$ cat config.mk
export PLATFORM = sky130hd
export DESIGN_NAME = hib_wake_seq
export DESIGN_NICKNAME = d
export VERILOG_FILES = /design/src/rtl/hib_wake_seq.sv
export SDC_FILE = /design/constraint.sdc
export NUM_CORES = 1
export LEC_CHECK = 0
export BUFFER_PORTS_ARGS = -buffer_cell sky130_fd_sc_hd__clkbuf_2
export CELL_PAD_IN_SITES_DETAIL_PLACEMENT = 1
export CELL_PAD_IN_SITES_GLOBAL_PLACEMENT = 1
export CORE_MARGIN = 2
export CORE_UTILIZATION = 23
export DETAILED_ROUTE_END_ITERATION = 10
export PLACE_DENSITY_LB_ADDON = 0.1
export SYNTH_ARGS = -nofsm -noshare
export SYNTH_HDL_FRONTEND = slang
export SYNTH_SLANG_ARGS = --single-unit
export TNS_END_PERCENT = 50
$ cat constraint.sdc
create_clock -name clk -period 2.3 [get_ports clk]
set_clock_uncertainty 0.15 [all_clocks]
set_input_delay 0.23 -clock clk [delete_from_list [all_inputs] [get_ports clk]]
set_output_delay 0.23 -clock clk [all_outputs]
set_load 0.1 [all_outputs]
$ cat src/rtl/hib_wake_seq.sv
module hib_wake_seq #(
  parameter int ADDR_W    = 6,
  parameter int DATA_W    = 32,
  parameter int FIELD_LSB = 5,
  parameter int FILT_BITS = 11,
  parameter int HOLD_BITS = 7,
  parameter int HIB_ADDR  = 'h20,
  parameter int FILT_ADDR = 'h24,
  parameter int HOLD_ADDR = 'h28
) (
  input  logic              clk,
  input  logic              rst_n,
  input  logic              reg_wr,
  input  logic [ADDR_W-1:0] reg_addr,
  input  logic [DATA_W-1:0] reg_wdata,
  output logic [DATA_W-1:0] reg_rdata,
  input  logic              wake_pin,
  output logic              pwr_en,
  output logic              sys_rst_n
);
  localparam int WIDE_BITS = (FILT_BITS > HOLD_BITS) ? FILT_BITS : HOLD_BITS;
  localparam int CNT_W     = FIELD_LSB + WIDE_BITS;

  typedef enum logic [1:0] {ST_RUN, ST_SLEEP, ST_FILT, ST_HOLD} state_t;

  state_t               st;
  logic [CNT_W-1:0]     cnt;
  logic [FILT_BITS-1:0] filt_q;
  logic [HOLD_BITS-1:0] hold_q;
  logic [1:0]           sync_q;

  wire wake_s  = sync_q[1];
  wire sel_hib = reg_addr == ADDR_W'(HIB_ADDR);
  wire sel_flt = reg_addr == ADDR_W'(FILT_ADDR);
  wire sel_hld = reg_addr == ADDR_W'(HOLD_ADDR);
  wire go_hib  = reg_wr && sel_hib && reg_wdata[0];

  wire [CNT_W-1:0] filt_lim = CNT_W'({filt_q, {FIELD_LSB{1'b0}}});
  wire [CNT_W-1:0] hold_lim = CNT_W'({hold_q, {FIELD_LSB{1'b0}}});

  always_ff @(posedge clk or negedge rst_n) begin
    if (!rst_n) begin
      filt_q <= '0;
      hold_q <= '0;
    end else if (reg_wr) begin
      if (sel_flt) filt_q <= reg_wdata[FIELD_LSB +: FILT_BITS];
      if (sel_hld) hold_q <= reg_wdata[FIELD_LSB +: HOLD_BITS];
    end
  end

  always_comb begin
    reg_rdata = '0;
    if (sel_flt) reg_rdata[FIELD_LSB +: FILT_BITS] = filt_q;
    if (sel_hld) reg_rdata[FIELD_LSB +: HOLD_BITS] = hold_q;
  end

  always_ff @(posedge clk or negedge rst_n) begin
    if (!rst_n) sync_q <= '0;
    else        sync_q <= {sync_q[0], wake_pin};
  end

  always_ff @(posedge clk or negedge rst_n) begin
    if (!rst_n) begin
      st  <= ST_RUN;
      cnt <= '0;
    end else begin
      case (st)
        ST_RUN: begin
          cnt <= '0;
          if (go_hib) st <= ST_SLEEP;
        end
        ST_SLEEP: begin
          cnt <= '0;
          if (wake_s) st <= ST_FILT;
        end
        ST_FILT: begin
          if (!wake_s) begin
            st  <= ST_SLEEP;
            cnt <= '0;
          end else if (cnt >= filt_lim) begin
            st  <= ST_HOLD;
            cnt <= '0;
          end else begin
            cnt <= cnt + 1'b1;
          end
        end
        default: begin
          if (cnt >= hold_lim) begin
            st  <= ST_RUN;
            cnt <= '0;
          end else begin
            cnt <= cnt + 1'b1;
          end
        end
      endcase
    end
  end

  assign pwr_en    = (st == ST_RUN) || (st == ST_HOLD);
  assign sys_rst_n = (st == ST_RUN);
endmodule


==> metrics <==
status=complete, no violations; Die ar.=11,300 µm²; minimum clock period=2.17 ns; Max Fclk=0.460 GHz; data arrival time of the critical path=2.24 ns; Cell Area, Placed=2970 µm²; I/O pin total=76; Die W=106 µm; Top FF cell, synth=dfrtp_1; initial antenna violation count=0; sequential cell area fraction in the yosys report=39.4%; worst-margin pin slew=0.544 ns; Vias/cell=4.18; Hold WS=0.0189 ns; # DRC=0; CP max FO=7; most frequent cells in the layout=dfrtp_1, ha_1, clkbuf_2; Hold Path Sink=filt_q[10]; CP Cell Sequence=ha_1 > a21oi_1 > nand2_1 > o21ai_0 > o211ai_1 > o21a_1 > buf_4 > nor2_1; mux cell area share after synthesis=8.81%; largest family of logic cells by synthesized area=simple AND/OR/NAND/NOR gates; CTS Buf Count=5; CP endpoint kind=register; unrepaired setup endpoints after global routing=no; crit share post-route=94.4%; post-synthesis xor/xnor area fraction=5.08%; clk buf depth=2; commonest non-fill, non-tap cell in the layout=dfrtp_1; post-synth top area cell=dfrtp_1; Hold WC Path Type=input pin to register; Clock Latency Late Sink=0.29 ns; Starting Density=23.5%; clock transition at the registers of the reported paths=0.07 ns; Design Power=2.33 mW; H-tree depth=2; reg-to-reg slack, setup=0.13 ns; first-pass GRT wire length=9.45 mm; Root Driver=clkbuf_8; Post-Synth Adder-Cell Area=12.4%; Die Y=106 µm; top cells by area, synth=dfrtp_1, ha_1, mux2_2, buf_4, xor2_1; DR vias=1,812; Finished Cell Area=3140 µm²; setup slack at placement=0.0193 ns; path depth of the worst reg2reg path=8; core area=10,300 µm²; Max VDD drop=0.686 mV; Hold Path Stages=2; vias in the first global route=1,885; Finished Core Util=30.5%; FF-to-FF Start=cnt[7]; ys async rst share=100%; Unique masters post-synth=40; Port-buffer cells=34; Warnings, synthesis=0; post-detailed-route count of antenna-violating nets=0; Iteration-0 DRC Markers=30; Yosys reg bits=38; worst path required time=2.37 ns; critical path startpoint category=register; layout cell share with drive strength beyond 1=31.9%; Post-Synthesis Cells=239; PnR worst setup slack=0.128 ns; worst path bufs/invs=1; n_diodes=0; leakage power figure=1.51 nW; Avg Cell Area, Syn=10.1 µm²; gr ovfl total=0; CTS tree=done; Sink Count=38; Hold Path Origin=reg_wdata[15]; family with the most delay on the worst path=compound AO/OA/AOI/OAI gates; fin nets=364; simple-gate share of the synthesized area=16.1%; EDFF count, synth=0; 1st-pass router iterations=4; post-synthesis compound-gate area fraction=7.47%; # rows=37; Power per Cell Area=743 nW/µm²; routed len/inst=13.0 µm; Routability Congestion=0.739; gr usage total=10.6%; Final Slew Violations=0; Layout area overhead=30.1%; largest net degree at the start of global routing=15; max_cap viols=0; Final Hold Viols=0; crit path kind=register to register; Max-slew headroom=63.9%; fill count=1,187; Mapped Area=2410 µm²; Critical-path top delay cell=dfrtp_1; FF-to-FF End=cnt[3]; final setup vio count=0; critical path's largest stage delay=0.42 ns; Yosys top cell area share=39.4%; post-DP HPWL=4.65 mm; Post-Route WL=5.65 mm
==> area by class of cell <==
cell class | instances | area (µm²) | share of cell area, %
tap | 136 | 170 | 5.42
clock buffer | 6 | 82.6 | 2.63
multi-input combinational | 175 | 1320 | 42.0
timing repair buffer | 56 | 505 | 16.1
sequential | 38 | 951 | 30.3
inverter | 22 | 82.6 | 2.63
clock inverter | 1 | 30.0 | 0.957
==> cells by family (layout without fill, tap and decap cells) <==
logic type / count (synthesis) / after routing
buffers and inverters: 46 / 85
xor gates and xnor gates: 14 / 14
DFF: 38 / 38
AOI/OAI and AO/OA: 25 / 25
muxes: 19 / 19
adders and majority gates: 24 / 24
and+or+nand+nor: 72 / 72
other: 1 / 21
==> worst max path at each step <==
stage | to | startpoint | slack [ns] | depth (start not counted)
after floorplan | reg_rdata[9] | reg_addr[4] | -0.21 | 4
after global placement | cnt[13] | cnt[13] | 0.09 | 8
after detailed placement | cnt[3] | cnt[13] | 0.02 | 8
after CTS | cnt[3] | cnt[13] | 0.05 | 8
after global routing | cnt[1] | cnt[7] | 0.02 | 8
final | cnt[3] | cnt[7] | 0.13 | 8
==> where the power goes <==
| part | switching [mW] | internal [mW] | leakage (nW) | total [mW] |
|---|---|---|---|---|
| combinational | 0.657 | 0.286 | 0.947 | 0.943 |
| clock | 0.242 | 0.347 | 0.0573 | 0.590 |
| sequential | 0.0604 | 0.739 | 0.510 | 0.800 |
| total | 0.959 | 1.37 | 1.51 | 2.33 |
==> worst reg2reg max path: stages, from the launching register on <==
cell      delay, ns
dfrtp_1        0.42
ha_1           0.34
a21oi_1        0.15
nand2_1        0.06
o21ai_0        0.23
o211ai_1       0.22
o21a_1         0.25
buf_4          0.17
nor2_1         0.12
==> per-layer routing <==
| metal | track usage [%] | routed length, µm | vias to the layer above |
|---|---|---|---|
| li1 | - | - | 893 |
| met1 | 13.1 | 2610 | 886 |
| met2 | 18.5 | 2780 | 28 |
| met3 | 2.70 | 199 | 5 |
| met4 | 2.78 | 56 | 0 |
| met5 | 0 | 0 | - |
==> synthesized netlist by cell type, types with 4 or more instances <==
cell	n
xnor2_1	4
o21ai_0	4
and3_1	4
nand2_1	11
and2_1	4
ha_1	24
mux2_2	17
a22o_1	8
a21oi_1	4
nand3_1	9
dfrtp_1	38
buf_4	21
nand4_1	4
xor2_1	10
inv_1	22
nor2_1	23
==> registers in the layout (all words and copies together), names as in the netlist <==
name / count
sync_q: 2
st: 2
cnt: 16
hold_q: 7
filt_q: 11
==> repair_timing <==
| action | in CTS | in global routing |
|---|---|---|
| setup endpoints to repair | 3 | 17 |
| pin swaps | 0 | 2 |
| hold buffers | 2 | 0 |
| resized for setup | 1 | 5 |
| hold endpoints to repair | 13 | 0 |
| buffers inserted | 1 | 0 |
==> per-stage QoR <==
| stage | TNS [ns] | instances |
|---|---|---|
| after detailed placement | 0 | 424 |
| after CTS | 0 | 434 |
| final | 0 | 434 |
| after global routing | 0 | 434 |
| after global placement | 0 | 424 |
| after floorplan | -1.07 | 259 |
(Power assumes the default switching activity.)
